$ cat src/rtl/dma_sched_pkg.sv
package dma_sched_pkg;
  // Decision strobes from control to datapath, at most one set per slot
  typedef struct packed {
    logic takeHi;    // next high channel at or above the round pointer
    logic takeLo;    // one low channel, closes the round
    logic takeWrap;  // no low ready: restart the high group from index 0
  } schedStrobe_t;
endpackage

$ cat src/rtl/dma_sched_control.sv
module dma_sched_control
  import dma_sched_pkg::*;
(
  input  logic         hiFound,
  input  logic         loFound,
  input  logic         wrapFound,
  output schedStrobe_t strobe
);
  always_comb begin
    strobe = '0;
    if (hiFound)        strobe.takeHi   = 1'b1;
    else if (loFound)   strobe.takeLo   = 1'b1;
    else if (wrapFound) strobe.takeWrap = 1'b1;
  end
endmodule

$ cat src/rtl/dma_sched_datapath.sv
module dma_sched_datapath
  import dma_sched_pkg::*;
#(
  parameter int NUM_CH = 5
) (
  input  logic              clk,
  input  logic              rstN,
  input  logic [NUM_CH-1:0] chReady,
  input  logic [NUM_CH-1:0] chHighPri,
  input  schedStrobe_t      strobe,
  output logic              hiFound,
  output logic              loFound,
  output logic              wrapFound,
  output logic              grantValid,
  output logic [NUM_CH-1:0] grantOneHot
);
  localparam int IDX_W = (NUM_CH > 1) ? $clog2(NUM_CH) : 1;
  localparam int PTR_W = $clog2(NUM_CH + 1);

  logic [NUM_CH-1:0] hiMask, loMask;
  logic [PTR_W-1:0]  hiPtr;
  logic [IDX_W-1:0]  loPtr;
  logic [IDX_W-1:0]  hiIdx, loIdx, wrapIdx, selIdx;

  for (genvar g = 0; g < NUM_CH; g++) begin : gMask
    assign hiMask[g] = chReady[g] &  chHighPri[g];
    assign loMask[g] = chReady[g] & ~chHighPri[g];
  end

  // Lowest ready high channel at or above the round pointer
  always_comb begin
    hiFound = 1'b0;
    hiIdx   = '0;
    for (int i = NUM_CH - 1; i >= 0; i--) begin
      if (hiMask[i] && (i >= int'(hiPtr))) begin
        hiFound = 1'b1;
        hiIdx   = IDX_W'(i);
      end
    end
  end

  // Lowest ready high channel overall, used to open a new round
  always_comb begin
    wrapFound = 1'b0;
    wrapIdx   = '0;
    for (int i = NUM_CH - 1; i >= 0; i--) begin
      if (hiMask[i]) begin
        wrapFound = 1'b1;
        wrapIdx   = IDX_W'(i);
      end
    end
  end

  // First ready low channel counting up from the rotation pointer
  always_comb begin
    int j;
    loFound = 1'b0;
    loIdx   = '0;
    for (int k = NUM_CH - 1; k >= 0; k--) begin
      j = int'(loPtr) + k;
      if (j >= NUM_CH) j = j - NUM_CH;
      if (loMask[j]) begin
        loFound = 1'b1;
        loIdx   = IDX_W'(j);
      end
    end
  end

  always_comb begin
    if (strobe.takeHi)      selIdx = hiIdx;
    else if (strobe.takeLo) selIdx = loIdx;
    else                    selIdx = wrapIdx;
    grantValid  = rstN & (strobe.takeHi | strobe.takeLo | strobe.takeWrap);
    grantOneHot = grantValid ? (NUM_CH'(1) << selIdx) : '0;
  end

  always_ff @(posedge clk) begin
    if (!rstN) begin
      hiPtr <= '0;
      loPtr <= '0;
    end else if (strobe.takeHi) begin
      hiPtr <= PTR_W'(hiIdx) + PTR_W'(1);
    end else if (strobe.takeLo) begin
      hiPtr <= '0;
      loPtr <= (int'(loIdx) == NUM_CH - 1) ? '0 : loIdx + IDX_W'(1);
    end else if (strobe.takeWrap) begin
      hiPtr <= PTR_W'(wrapIdx) + PTR_W'(1);
    end
  end
endmodule

$ cat src/rtl/dma_issue_sched.sv
module dma_issue_sched
  import dma_sched_pkg::*;
#(
  parameter int NUM_CH = 5
) (
  input  logic              clk,
  input  logic              rstN,
  input  logic [NUM_CH-1:0] chReady,
  input  logic [NUM_CH-1:0] chHighPri,
  output logic              grantValid,
  output logic [NUM_CH-1:0] grantOneHot
);
  schedStrobe_t strobe;
  logic hiFound, loFound, wrapFound;

  dma_sched_control u_control (
    .hiFound   (hiFound),
    .loFound   (loFound),
    .wrapFound (wrapFound),
    .strobe    (strobe)
  );

  dma_sched_datapath #(.NUM_CH(NUM_CH)) u_datapath (
    .clk         (clk),
    .rstN        (rstN),
    .chReady     (chReady),
    .chHighPri   (chHighPri),
    .strobe      (strobe),
    .hiFound     (hiFound),
    .loFound     (loFound),
    .wrapFound   (wrapFound),
    .grantValid  (grantValid),
    .grantOneHot (grantOneHot)
  );
endmodule

$ cat config.mk
export PLATFORM = sky130hd
export DESIGN_NAME = dma_issue_sched
export DESIGN_NICKNAME = d
export VERILOG_FILES = /design/src/rtl/dma_sched_pkg.sv /design/src/rtl/dma_sched_control.sv /design/src/rtl/dma_sched_datapath.sv /design/src/rtl/dma_issue_sched.sv
export SDC_FILE = /design/constraint.sdc
export NUM_CORES = 1
export LEC_CHECK = 0
export ABC_AREA = 0
export BUFFER_PORTS_ARGS = -buffer_cell sky130_fd_sc_hd__buf_2
export CAP_MARGIN = 10
export CORE_UTILIZATION = 35
export CTS_BUF_LIST = sky130_fd_sc_hd__clkbuf_4 sky130_fd_sc_hd__clkbuf_8
export DETAILED_ROUTE_END_ITERATION = 8
export PLACE_DENSITY_LB_ADDON = 0.12
export SLEW_MARGIN = 10
export SYNTH_ARGS = -nofsm -noshare
export SYNTH_HDL_FRONTEND = slang
export SYNTH_SLANG_ARGS = --single-unit
$ cat constraint.sdc
create_clock -name clk -period 7.6 [get_ports clk]
set_input_delay 0 -clock clk [delete_from_list [all_inputs] [get_ports clk]]
set_output_delay 0 -clock clk [all_outputs]
set_load 0.05 [all_outputs]
Yosys cells after proc, flatten, opt, wreduce, memory -nomap -nowiden
Cells that the tools add are included.
- bitwise gates (word level): 19
- shift-type cells: 1
- $add $sub $neg: 12
- multiply operators: 0
- muxes and demuxes: 62
- div/mod/pow operators: 0
- reductions and logical operators: 7
- eq/ne operators: 1
- magnitude comparators: 15
- operators by type and width (operator ; number):
    less-than comparator 32 x 5 -> 1 bit, second input constant ; 5
    two-way mux 32 bit ; 5
    >= comparator 32 x 4 -> 1 bit, second input constant ; 4
    subtractor 32 x 4 -> 32 bit, second input constant ; 4
    two-way mux 3 bit ; 21
    two-way mux 1 bit ; 29
    binary-select mux 1 bit (select 3 bit) ; 5
    bitwise AND 1 bit ; 11
    adder 3 x 1 -> 3 bit, second input constant ; 3
    adder 3 x 2 -> 4 bit, second input constant ; 2
    >= comparator 1 x 3 -> 1 bit, first input constant ; 2
    >= comparator 2 x 3 -> 1 bit, first input constant ; 2
    inverter 1 bit ; 6
    logical AND 1 bit ; 5
    two-way mux 5 bit ; 1
    left shift 1 x 3 -> 5 bit, first input constant ; 1
    adder 3 x 1 -> 4 bit, second input constant ; 1
    adder 3 x 3 -> 4 bit, second input constant ; 1
    subtractor 3 x 3 -> 4 bit, second input constant ; 1
    == test 3 bit, second input constant ; 1
    >= comparator 3 bit, first input constant ; 1
    >= comparator 3 bit, second input constant ; 1
    nonzero test 3 bit ; 1
    two-way mux 2 bit ; 1
    2 further kinds ; 3
- logic and storage cells: 119
- memories: 0
- bits in latches: 0
- input port bits: 12
- register bits after elaboration: 6
- output and inout bits: 6
- bits in writable memories: 0
- ROM bits: 0

Logic depth before layout (Yosys ltp)
Gate-level depths: netlist (run 1).
- word-level depth: 17
- gate-level depth with buffers: 18
- gate-level depth less buffers: 16

By module
From an unflattened synthesis (run 1), not the netlist that was laid out.
- cells, all modules: 266
- area, all modules: 1921.8 um^2
- by module, submodules not included (module ; cells an instance ; seq. area each (um^2) ; instances ; area each (um^2)):
    dma_sched_datapath ; 263 ; 120.1 ; 1 ; 1895.6
    dma_sched_control ; 3 ; 0.0 ; 1 ; 26.3

Least setup slack after synthesis (run 1)
No wires, ideal clock.
- path type: flip-flop to output port
- from: register u_datapath.loPtr[0]
- to: output grantOneHot[0]
- setup slack: 3.010 ns
- path buffers: 3
- data required time: 7.600 ns
- cell stages (with the launch flop): 17
- arrival time: 4.590 ns
- path through: dfxtp_1 buf_6 inv_1 buf_2 ha_1 inv_1 ha_1 a211oi_2 a211o_2 a31oi_2 or3_4 nor4b_4 nand3_2 buf_6 o21a_1 a2bb2oi_2 nor4_1
- longest elaborated chain between the ends: 17
- ends and longest elaborated chain (what ; line ; text):
    start, declared ; dma_sched_datapath.sv:22 ; logic [IDX_W-1:0] loPtr;
    start signal, assigned ; dma_sched_datapath.sv:85 ; loPtr <= (int'(loIdx) == NUM_CH - 1) ? '0 : loIdx + IDX_W'(1);
    adder 3 x 3 -> 4 bit ; dma_sched_datapath.sv:60 ; j = int'(loPtr) + k;
    subtractor 32 x 4 -> 32 bit / >= comparator 32 x 4 -> 1 bit (equally long branches) ; dma_sched_datapath.sv:61 ; if (j >= NUM_CH) j = j - NUM_CH;
    two-way mux 32 bit ; dma_sched_datapath.sv:61 ;
    binary-select mux 1 bit (select 3 bit) ; dma_sched_datapath.sv:62 ; if (loMask[j]) begin
    two-way mux 1 bit (implied by the code) (2 in series) ; dma_sched_datapath.sv:62 ;
    two-way mux 1 bit (5 in series) ; dma_sched_datapath.sv:62 ;
    two-way mux 1 bit ; dma_sched_control.sv:12 ; else if (loFound) strobe.takeLo = 1'b1;
    two-way mux 2 bit ; dma_sched_control.sv:11 ; if (hiFound) strobe.takeHi = 1'b1;
    two-way mux 3 bit / bitwise OR 1 bit (equally long branches) ; dma_sched_datapath.sv:71, dma_sched_datapath.sv:73 ;
    two-way mux 3 bit / bitwise OR 1 bit (equally long branches) ; dma_sched_datapath.sv:70, dma_sched_datapath.sv:73 ;
    left shift 1 x 3 -> 5 bit / bitwise AND 1 bit (equally long branches) ; dma_sched_datapath.sv:74, dma_sched_datapath.sv:73 ;
    two-way mux 5 bit * ; dma_sched_datapath.sv:74 ; grantOneHot = grantValid ? (NUM_CH'(1) << selIdx) : '0;
    end, declared ; dma_issue_sched.sv:11 ; output logic [NUM_CH-1:0] grantOneHot
Every way passes the cells marked *; elsewhere a longest branch is shown, timed or not. The select of a mux whose other input is x is not followed.

Worst setup path after layout (run 1)
- from: register u_datapath.loPtr[1]
- to: output grantOneHot[3]
The elaborated chain is that of the path after synthesis.

==> results of run 1 <==
==> synth_stat cells, types with 3 or more instances <==
master    instances  share of area, %
ha_1             15                10
o31ai_1           3               1.2
and3_1            3               1.0
a21oi_1          18               4.8
o22ai_1           3               1.0
a21o_1            6               2.4
nor4_1            5               1.7
nor2b_1           8               2.7
dfxtp_1           6               6.4
nand3_1           8               2.1
o211ai_1          6               2.4
nor3b_1           3               1.2
buf_2             4               1.1
nor2_1           18               3.6
xnor2_1           4               1.9
o21ai_0          14               3.7
a211oi_1          5               2.0
nor3_1           17               4.5
nand2_1          21               4.2
inv_1            16               3.2
nand2b_1         10               3.3
o21ai_1           3              0.80
a31o_2            3               1.4
a31oi_1           6               2.0
==> through the flow <==
step / hold slack, ns / instance area (um2) / utilization, % / setup WS [ns]
floorplan: 0.304 / 1870 / - / 3.01
detailed placement: 0.328 / 2000 / 38.9 / 3.36
global route: 0.115 / 2040 / 39.7 / 2.82
finish: 0.103 / 2040 / 39.7 / 3.17
CTS: 0.0968 / 2040 / 39.7 / 3.16
global placement: 0.335 / 2000 / 38.9 / 3.31
==> sequential cells by signal, summed over array words and instances, names as in the netlist <==
name              flops
u_datapath.hiPtr      3
u_datapath.loPtr      3
==> kinds of logic (layout without fill, tap and decap cells) <==
kind of cell	Yosys count	after routing	share of synthesized area, %
compound gates	93	93	35.3
xor+xnor	4	4	1.87
fa+ha+maj	16	16	11.1
buf+inv	26	38	6.48
flops	6	6	6.41
mux	4	4	3.47
simple gates	116	116	35.4
==> report_power, final <==
part           leakage, nW  switching (mW)  internal (mW)  total, mW
Combinational        0.742           0.535          0.331      0.866
Sequential          0.0494          0.0252         0.0432     0.0685
Clock               0.0216          0.0140         0.0340     0.0480
Total                0.813           0.574          0.408      0.982
==> routing by layer <==
layer	up-vias	part of all wire [%]
met4	0	0.93
met1	934	48
met3	8	5.3
met2	61	45
met5	-	0
li1	1034	-
==> worst reg2reg max path, stage by stage, from the launching register on <==
cell      delay [ns]
dfxtp_1         0.61
inv_1           0.32
ha_1            0.34
ha_1            0.39
inv_2           0.08
o21ai_1         0.27
nor3_1          0.08
or4_1           0.58
o21ai_1         0.15
o211ai_1        0.13
a221oi_2        0.45
inv_1           0.09
ha_1            0.20
or3_1           0.34
a31oi_1         0.16
==> worst paths after layout <==
kind                             from                  end  cells past startpoint
hold / removal                   rstN  u_datapath.hiPtr[2]                      3
setup reg to reg  u_datapath.loPtr[1]  u_datapath.loPtr[2]                     14
setup / recovery  u_datapath.loPtr[1]       grantOneHot[3]                     13
hold reg to reg   u_datapath.hiPtr[2]  u_datapath.hiPtr[2]                      2
==> area by class of cell <==
cell class	count	area [um2]	area share, %
Clock buffer	3	41.3	2.03
Inverter	17	63.8	3.13
Multi-Input combinational cell	233	1630	80.1
Sequential cell	6	120	5.89
Tap cell	70	87.6	4.30
Timing Repair Buffer	18	92.6	4.54
==> placed cells by master (no fill, tap or decap), types with 2 or more instances in the layout <==
cell       count
ha_1          15
nand3_1        8
or2b_1         2
o21ai_0       14
a21boi_0       2
or4_1          2
o31ai_1        3
xnor2_1        4
o211ai_1       6
and2b_1        2
nor3b_1        3
inv_1         16
nor2_1        18
a31oi_2        2
nor2b_1        8
and3_1         3
buf_2         17
mux2i_1        2
a2bb2oi_1      2
a21o_1         6
and3b_1        2
a21oi_1       18
clkbuf_8       3
a211oi_2       2
nor4_1         5
o21a_1         2
dfxtp_1        6
mux4_2         2
o21ai_1        3
nor4bb_1       2
o22ai_1        3
a31oi_1        6
nand2b_1      10
a31o_2         3
nand2_1       21
a211oi_1       5
nor4b_1        2
nor3_1        17
==> summary.txt, run 1 <==
Synthesis
  • Distinct cells, synth: 69
  • Post-synth EDFFs: 0
  • Cells after synthesis: 265
  • Async set-reset flop share out of synthesis: 0%
  • Synthesized flop and latch total: 6
  • Syn. warnings: 0
  • Average size of a mapped cell: 7.07 um2
  • Prevailing post-synth register cell: dfxtp_1
  • Register area share after synthesis: 6.41%
  • Synth Net Count: 293
  • Synth Cell Area: 1870 um2

Timing
  • Tmin final: 4.43 ns
  • RSZ-0062 raised after global routing: false
  • Slew Limit Fails: 0
  • FMAX: 0.226 GHz
  • Tcrit/Tclk final: 58.2%
  • Clock Skew: 0.00377 ns
  • Measured slew at the worst slew-check pin: 0.724 ns
  • Max transition margin: 51.5%
  • Final Hold Viols: 0
  • Setup tns final: 0 ns
  • Setup violators final: 0

Worst setup path
  • Arrival time worst endpoint: 4.43 ns
  • Most common cell on crit path: ha_1
  • CP bufs+invs: 3
  • Slowest cell on crit path: dfxtp_1
  • Max incr delay on CP: 0.61 ns
  • Register-to-register setup slack: 3.35 ns
  • CP Capture Type: primary output
  • Crit-path cells: inv_1 -> ha_1 -> ha_1 -> inv_2 -> o21ai_1 -> nor3_1 -> or4_1 -> o21ai_0 -> nand3_2 -> and2_0 -> a2bb2oi_2 -> and3_1 -> buf_2
  • Crit-path leading delay family: simple AND/OR/NAND/NOR gates
  • CP startpoint kind: flop
  • Req. time, crit path: 7.60 ns
  • CP max FO: 11
  • Setup CP Type: flop to primary output

Global route
  • Total congestion overflow: 0
  • Met3 Track Usage GR: 4.28%
  • Overall routing resource usage: 21.1%
  • Met2 Use GR: 34.6%
  • Initial antenna violation count: 0
  • Vias in the first global route: 1783
  • Busiest grt layer: met2
  • Met1 usage: 28.8%
  • Pin count of the biggest net entering global routing: 30
  • First-pass GRT wire length: 8930 um

Clocking
  • Post-CTS Setup Bufs: 0
  • Clk Latency, worst-skew pair: 0.22 ns
  • CTS hold repair buffers: 0
  • CTS root buf: clkbuf_8
  • Max clock buf depth: 2
  • CTS Buf Count: 3
  • CTS tree: yes
  • Sink Count: 6
  • Max H-tree Level: 1
  • Clock slew at reported path FFs: 0.04 ns
  • Cts repair resizes: 0

Power and ir drop
  • Max IR drop VDD: 0.166 mV
  • Total power: 0.982 mW
  • P per Cell Area: 482 nW/um2
  • Lkg Pwr: 0.813 nW

Worst hold path
  • Hold Path Class: input pin to flop

Drt
  • Detailed Route WL: 5480 um
  • Drc violations: 0
  • Via density: 5.87
  • WL per Instance: 15.8 um
  • Drt initial violations: 151
  • First-pass DRT Iterations: 4
  • DR vias: 2037
  • Routed Antenna Nets: 0

Placement
  • Post-DP HPWL: 4470 um
  • Placed cell count: 344
  • GPL Wtd Cong: 0.829
  • Port-buffer cells: 17

Die
  • Die Ht: 75.2 um
  • Initial Util: 36.5%
  • Row count: 26
  • Die Width: 75.2 um
  • Top Ports: 18
  • Core area: 5140 um2
  • Die area: 5650 um2

Cells and area
  • Antenna cells: 0
  • Final #Nets: 307
  • Fin cells: 347
  • Fillers: 585
  • Synth-to-layout area growth: 8.74%
  • Layout cell share with drive strength beyond 1: 15.5%

Flow run
  • Max-cap violations: 0

Run status
  • Outcome: complete, no violations
No activity file was read; power rests on OpenSTA's default activity.
==> run 2, diff against run 1 <==
clock period = 4.17 ns   (was 7.6 ns; I/O delays follow)
==> run 2 against run 1 <==
Against the previous run: largest cell class unchanged; critical path depth grew 1; via count is 1.7% higher; clock skew up 0.0020 ns; largest power group unchanged; combinational power grew 93%; count of clock-buffer cells in the layout is the same; cell area increased by 2.0%; global-route usage is 1.8 points higher; first-iteration DRC count down 13%; clock power up 110%; worst hold slack got worse by 0.012 ns; setup slack worse by 2.9 ns; flip-flop and latch count stayed put.
==> summary.txt, run 2 (synthesis results as in run 1) <==
Clocking
  • Clk Latency, worst-skew pair: 0.24 ns (+0.02 ns)
  • CTS tree: yes
  • Clock slew at reported path FFs: 0.05 ns (about the same)
  • CTS root buf: clkbuf_8
  • Max clock buf depth: 2 (unchanged)
  • Sink Count: 6 (unchanged)
  • CTS Buf Count: 3 (unchanged)
  • CTS hold repair buffers: 0 (unchanged)
  • Max H-tree Level: 1 (unchanged)

Placement
  • DP Worst Slack: 0.567 ns (-2.79 ns)
  • Post-DP HPWL: 4650 um (+3.9%)
  • Port-buffer cells: 17 (unchanged)
  • GPL Wtd Cong: 0.906 (+9.4%)

Power and ir drop
  • Cell internal pwr: 0.772 mW (+89%)
  • Switching portion of total power: 58.6% (+0.17 points)
  • Seq pwr share: 5.1% (-1.9 points)
  • Max IR drop VDD: 0.276 mV (+66%)
  • Lkg Pwr: 0.835 nW (+2.8%)
  • Combinational fraction of design power: 89.6% (+1.5 points)
  • NetSw: 1.09 mW (+90%)
  • P per Cell Area: 897 nW/um2 (+86%)
  • Clock share of power: 5.3% (+0.4 points)

Run status
  • Outcome: complete, no violations

Global route
  • Overall routing resource usage: 23.0% (+1.8 points)
  • Total congestion overflow: 0 (unchanged)
  • Met3 Track Usage GR: 2.41% (-1.9 points)
  • Vias in the first global route: 1876 (+5.2%)
  • First-pass GRT wire length: 9710 um (+8.7%)
  • Met1 usage: 33.9% (+5.1 points)
  • Met2 Use GR: 36.4% (+1.8 points)
  • Initial antenna violation count: 0 (unchanged)
  • Busiest grt layer: met2
  • Pin count of the biggest net entering global routing: 29 (-3.3%)

Die
  • Die Width: 75.2 um (unchanged)
  • Top Ports: 18 (unchanged)
  • Die area: 5650 um2 (unchanged)
  • Die Ht: 75.2 um (unchanged)
  • Initial Util: 36.5% (unchanged)
  • Core area: 5140 um2 (unchanged)
  • Row count: 26 (unchanged)

Worst hold path
  • Hold Path Class: input pin to flop

Worst setup path
  • Reg2Reg Depth: 13 (-1)
  • Critical path endpoint: grantOneHot[2]
  • CP max FO: 11 (unchanged)
  • Register-to-register setup slack: 0.56 ns (-2.79 ns)
  • Crit Reg-Reg Endpoint: u_datapath.loPtr[2]
  • Req. time, crit path: 4.17 ns (-3.43 ns)
  • Arrival time worst endpoint: 3.88 ns (-0.55 ns)
  • Reg2reg start: u_datapath.loPtr[0]
  • CP Capture Type: primary output
  • Setup CP Type: flop to primary output
  • Setup crit start: u_datapath.loPtr[1]
  • CP startpoint kind: flop

Timing
  • Clock Skew: 0.00576 ns (+0.00198 ns)
  • Tcrit/Tclk final: 93.1%
  • Final Hold Viols: 0 (unchanged)
  • Max transition margin: 53.2% (+1.6 points)
  • Final Worst Setup Slack: 0.289 ns (-2.89 ns)
  • RSZ-0062 raised after global routing: false
  • Setup violators final: 0 (unchanged)
  • Tmin final: 3.88 ns
  • FMAX: 0.258 GHz
  • Slew Limit Fails: 0 (unchanged)
  • Setup tns final: 0 ns (unchanged)
  • Measured slew at the worst slew-check pin: 0.699 ns (-0.0244 ns)

Cells and area
  • Antenna cells: 0 (unchanged)
  • Largest registers: u_datapath.hiPtr (3), u_datapath.loPtr (3)
  • Most frequent cells in the layout: 21 x nand2_1, 18 x nor2_1, 17 x a21oi_1, 17 x nor3_1, 17 x buf_2
  • Fin util: 40.4% (+0.78 points)
  • Layout cell share with drive strength beyond 1: 17.8% (+2.3 points)
  • Synth-to-layout area growth: 10.9%
  • Commonest non-fill, non-tap cell in the layout: nand2_1
  • Final #Nets: 311 (+1.3%)
  • Fillers: 583 (-0.34%)

Drt
  • First-pass DRT Iterations: 4 (unchanged)
  • DR vias: 2071 (+1.7%)
  • Drc violations: 0 (unchanged)
  • Routed Antenna Nets: 0 (unchanged)
  • Detailed Route WL: 5870 um (+7.1%)
  • Drt initial violations: 132 (-13%)
  • WL per Instance: 16.7 um (+5.9%)
  • Via density: 5.90 (+0.51%)

Flow run
  • Max-cap violations: 0 (unchanged)
[run 2: how the worst min path moves through the flow]
stage,startpoint,to,cells past startpoint,slack [ns]
floorplan,rstN,u_datapath.hiPtr[2],3,0.30
global placement,rstN,u_datapath.hiPtr[2],3,0.33
detailed placement,rstN,u_datapath.hiPtr[0],3,0.32
CTS,rstN,u_datapath.hiPtr[0],3,0.08
global route,rstN,u_datapath.hiPtr[2],3,0.11
finish,rstN,u_datapath.hiPtr[0],3,0.09
[run 2: layout make-up]
class                           count  area (um2)  area share (%)
Inverter                           17        63.8            3.07
Tap cell                           70        87.6            4.21
Clock buffer                        3        41.3            1.99
Sequential cell                     6         120            5.78
Timing Repair Buffer               22         123            5.90
Multi-Input combinational cell    233        1640            79.0
[run 2: per-stage QoR]
step                cell area, um2  hold slack (ns)  total power, mW  instances
finish                        2080           0.0906             1.86        351
CTS                           2070           0.0794             1.84        351
global route                  2080            0.110             2.05        351
global placement              2030            0.329             1.74        348
floorplan                     1870            0.304             1.43        265
detailed placement            2030            0.325             1.73        348
[run 2: worst max-delay path, stage by stage, from the launching register on]
cell       delay (ns)
dfxtp_1          0.31
inv_1            0.09
ha_2             0.22
inv_1            0.06
ha_1             0.27
a211oi_2         0.40
a211o_2          0.17
a31oi_2          0.12
or3_4            0.43
nor4b_4          0.32
nand3_2          0.25
o21a_1           0.29
a2bb2oi_2        0.16
nor4_1           0.24
buf_2            0.31
[run 2: metal layers]
metal | part of all wire (%) | wire, um
met3 | 4.4 | 256
met5 | 0 | 0
met1 | 50 | 2930
met4 | 0.46 | 27
met2 | 45 | 2660
[run 2: what timing repair did]
item	in CTS	in global routing
setup buffers	0	0
resized for setup	0	4
endpoints found under the setup margin	0	4
[run 2: power groups by stage]
stage / Clock, mW / Combinational [mW] / Sequential (mW)
after floorplan: 0 / 1.32 / 0.110
after global placement: 0 / 1.64 / 0.0960
after detailed placement: 0 / 1.63 / 0.0962
after CTS: 0.102 / 1.64 / 0.0950
after global routing: 0.105 / 1.85 / 0.0983
final: 0.0991 / 1.67 / 0.0953
==> run 3, diff against run 2 <==
CELL_PAD_IN_SITES_DETAIL_PLACEMENT = 0   (was not set)
CELL_PAD_IN_SITES_GLOBAL_PLACEMENT = 1   (was not set)
==> run 3 against run 2 <==
Against the previous run: total power grew 1.3%; clock skew decreased by 0.0031 ns; critical path type unchanged; critical endpoint is now grantOneHot[0]; combinational power about the same; count of clock-buffer cells in the layout is the same; sequential power up 5%; highest routed layer unchanged; sequential share of layout area down 0.062 points; flip-flop and latch count did not move; wire length fell by 2.1%; die area unchanged; worst hold slack better by 0.0041 ns; largest power group unchanged.
==> summary.txt, run 3 (synthesis results as in run 1) <==
Power and ir drop
  • NetSw: 1.10 mW (+0.87%)
  • Clock share of power: 4.7% (-0.6 points)
  • Total power: 1.89 mW (+1.3%)
  • Combinational fraction of design power: 90.0% (+0.4 points)
  • P per Cell Area: 899 nW/um2 (+0.26%)
  • Cell internal pwr: 0.787 mW (+2.0%)
  • Max IR drop VDD: 0.207 mV (-25%)
  • Seq pwr share: 5.3% (+0.2 points)
  • Lkg Pwr: 0.845 nW (+1.2%)
  • Switching portion of total power: 58.3% (-0.27 points)

Clocking
  • CTS tree: yes
  • Sink Count: 6 (unchanged)
  • CTS root buf: clkbuf_8
  • Clock slew at reported path FFs: 0.04 ns (about the same)
  • CTS Buf Count: 3 (unchanged)
  • Clk Latency, worst-skew pair: 0.22 ns (-0.02 ns)
  • CTS hold repair buffers: 0 (unchanged)
  • Max clock buf depth: 2 (unchanged)
  • Max H-tree Level: 1 (unchanged)

Worst setup path
  • CP Capture Type: primary output
  • CP startpoint kind: flop
  • CP max FO: 11 (unchanged)
  • Req. time, crit path: 4.17 ns (about the same)
  • Setup CP Type: flop to primary output
  • Register-to-register setup slack: 0.49 ns (-0.07 ns)
  • Arrival time worst endpoint: 3.80 ns (-0.08 ns)

Drt
  • DR vias: 2070 (-0.048%)
  • Routed Antenna Nets: 0 (unchanged)
  • Via density: 5.88 (-0.33%)
  • Detailed Route WL: 5750 um (-2.1%)
  • First-pass DRT Iterations: 4 (unchanged)
  • Drt initial violations: 176 (+33%)
  • Drc violations: 0 (unchanged)
  • WL per Instance: 16.3 um (-2.4%)

Cells and area
  • Fin area: 2100 um2 (+1.1%)
  • Most frequent cells in the layout: 21 x nand2_1, 18 x nor2_1, 17 x a21oi_1, 17 x nor3_1
  • Fillers: 557 (-4.5%)
  • Synth-to-layout area growth: 12.1%
  • Largest registers: u_datapath.hiPtr (3), u_datapath.loPtr (3)
  • FF+latch area: 120 um2 (unchanged)
  • Commonest non-fill, non-tap cell in the layout: nand2_1
  • Final #Nets: 312 (+0.32%)
  • Antenna cells: 0 (unchanged)
  • Area of the multi-input gates: 1660 um2 (+0.76%)
  • Layout cell share with drive strength beyond 1: 17.7% (-0.063 points)

Timing
  • Measured slew at the worst slew-check pin: 0.728 ns (+0.0288 ns)
  • Slew Limit Fails: 0 (unchanged)
  • Setup violators final: 0 (unchanged)
  • Clock Skew: 0.00262 ns (-0.00314 ns)
  • Tmin final: 3.80 ns (-0.0782 ns)
  • Tcrit/Tclk final: 91.2% (-1.9 points)
  • FMAX: 0.263 GHz (+2.1%)
  • RSZ-0062 raised after global routing: false
  • Final Hold Viols: 0 (unchanged)
  • Max transition margin: 51.2% (-1.9 points)

Placement
  • DP Area: 2030 um2 (+0.37%)
  • Port-buffer cells: 17 (unchanged)
  • GPL Wtd Cong: 0.911 (+0.51%)
  • Post-DP HPWL: 4600 um (-1.0%)

Global route
  • Initial antenna violation count: 0 (unchanged)
  • Total congestion overflow: 0 (unchanged)
  • Pin count of the biggest net entering global routing: 29 (unchanged)
  • Overall routing resource usage: 22.6% (-0.39 points)
  • Vias in the first global route: 1869 (-0.37%)
  • First-pass GRT wire length: 9580 um (-1.3%)

Die
  • Initial Util: 36.5% (unchanged)
  • Die Ht: 75.2 um (unchanged)
  • Die area: 5650 um2 (unchanged)
  • Top Ports: 18 (unchanged)
  • Core area: 5140 um2 (unchanged)
  • Die Width: 75.2 um (unchanged)
  • Row count: 26 (unchanged)

Flow run
  • Max-cap violations: 0 (unchanged)

Worst hold path
  • Hold Path Class: input pin to flop

Run status
  • Outcome: complete, no violations
## run 3: changes by cell type in the layout (fill, tap and decap cells not counted), sizes merged
cell	previous run	this run
clkbuf	3	4
## run 3: path summary, 6_finish.rpt
check                              to                 from  cells after the start
setup / recovery       grantOneHot[0]  u_datapath.loPtr[0]                     14
hold reg to reg   u_datapath.hiPtr[2]  u_datapath.hiPtr[2]                      2
hold / removal    u_datapath.hiPtr[2]                 rstN                      3
setup reg to reg  u_datapath.loPtr[2]  u_datapath.loPtr[0]                     14
## run 3: per-stage QoR
stage	std cells	worst slack [ns]	setup TNS, ns	hold slack, ns	utilization [%]
floorplan	265	-0.420	-0.841	0.304	-
global placement	349	0.409	0	0.331	39.6
detailed placement	349	0.507	0	0.328	39.6
CTS	352	0.253	0	0.0950	40.4
global route	352	0.0202	0	0.113	40.9
finish	352	0.367	0	0.0947	40.9
## run 3: power groups by stage
stage | clock network [mW] | logic, mW | registers, mW
final | 0.0880 | 1.70 | 0.100
after global routing | 0.0937 | 1.90 | 0.104
after CTS | 0.0908 | 1.64 | 0.0999
after detailed placement | 0 | 1.64 | 0.101
after global placement | 0 | 1.65 | 0.101
after floorplan | 0 | 1.32 | 0.110
## run 3: per-layer routing
layer	routed length (um)	GRT usage, %
met3	427	2.81
met2	2650	36.6
met5	0	0
met4	25	2.26
met1	2640	33.1
## run 3: final cells by class
class,count,area share (%)
Inverter,17,3.04
Tap cell,70,4.17
Sequential cell,6,5.72
Clock buffer,3,1.97
Timing Repair Buffer,23,6.31
Multi-Input combinational cell,233,78.8
## run 3: worst max-delay path: stages (launching register included)
cell and delay, ns:
dfxtp_1 0.30, inv_1 0.11, ha_1 0.24, inv_1 0.06
ha_1 0.29, a21o_1 0.27, a211oi_2 0.23, a211oi_1 0.11
or3_4 0.45, nor4b_4 0.37, nand3_4 0.18, o21a_1 0.26
a2bb2oi_2 0.15, nor4_1 0.26, clkbuf_4 0.29
## run 3: repair_timing
item | CTS | global route
setup endpoints to repair | 0 | 4
gates resized for setup | 0 | 6
buffers inserted | 0 | 0
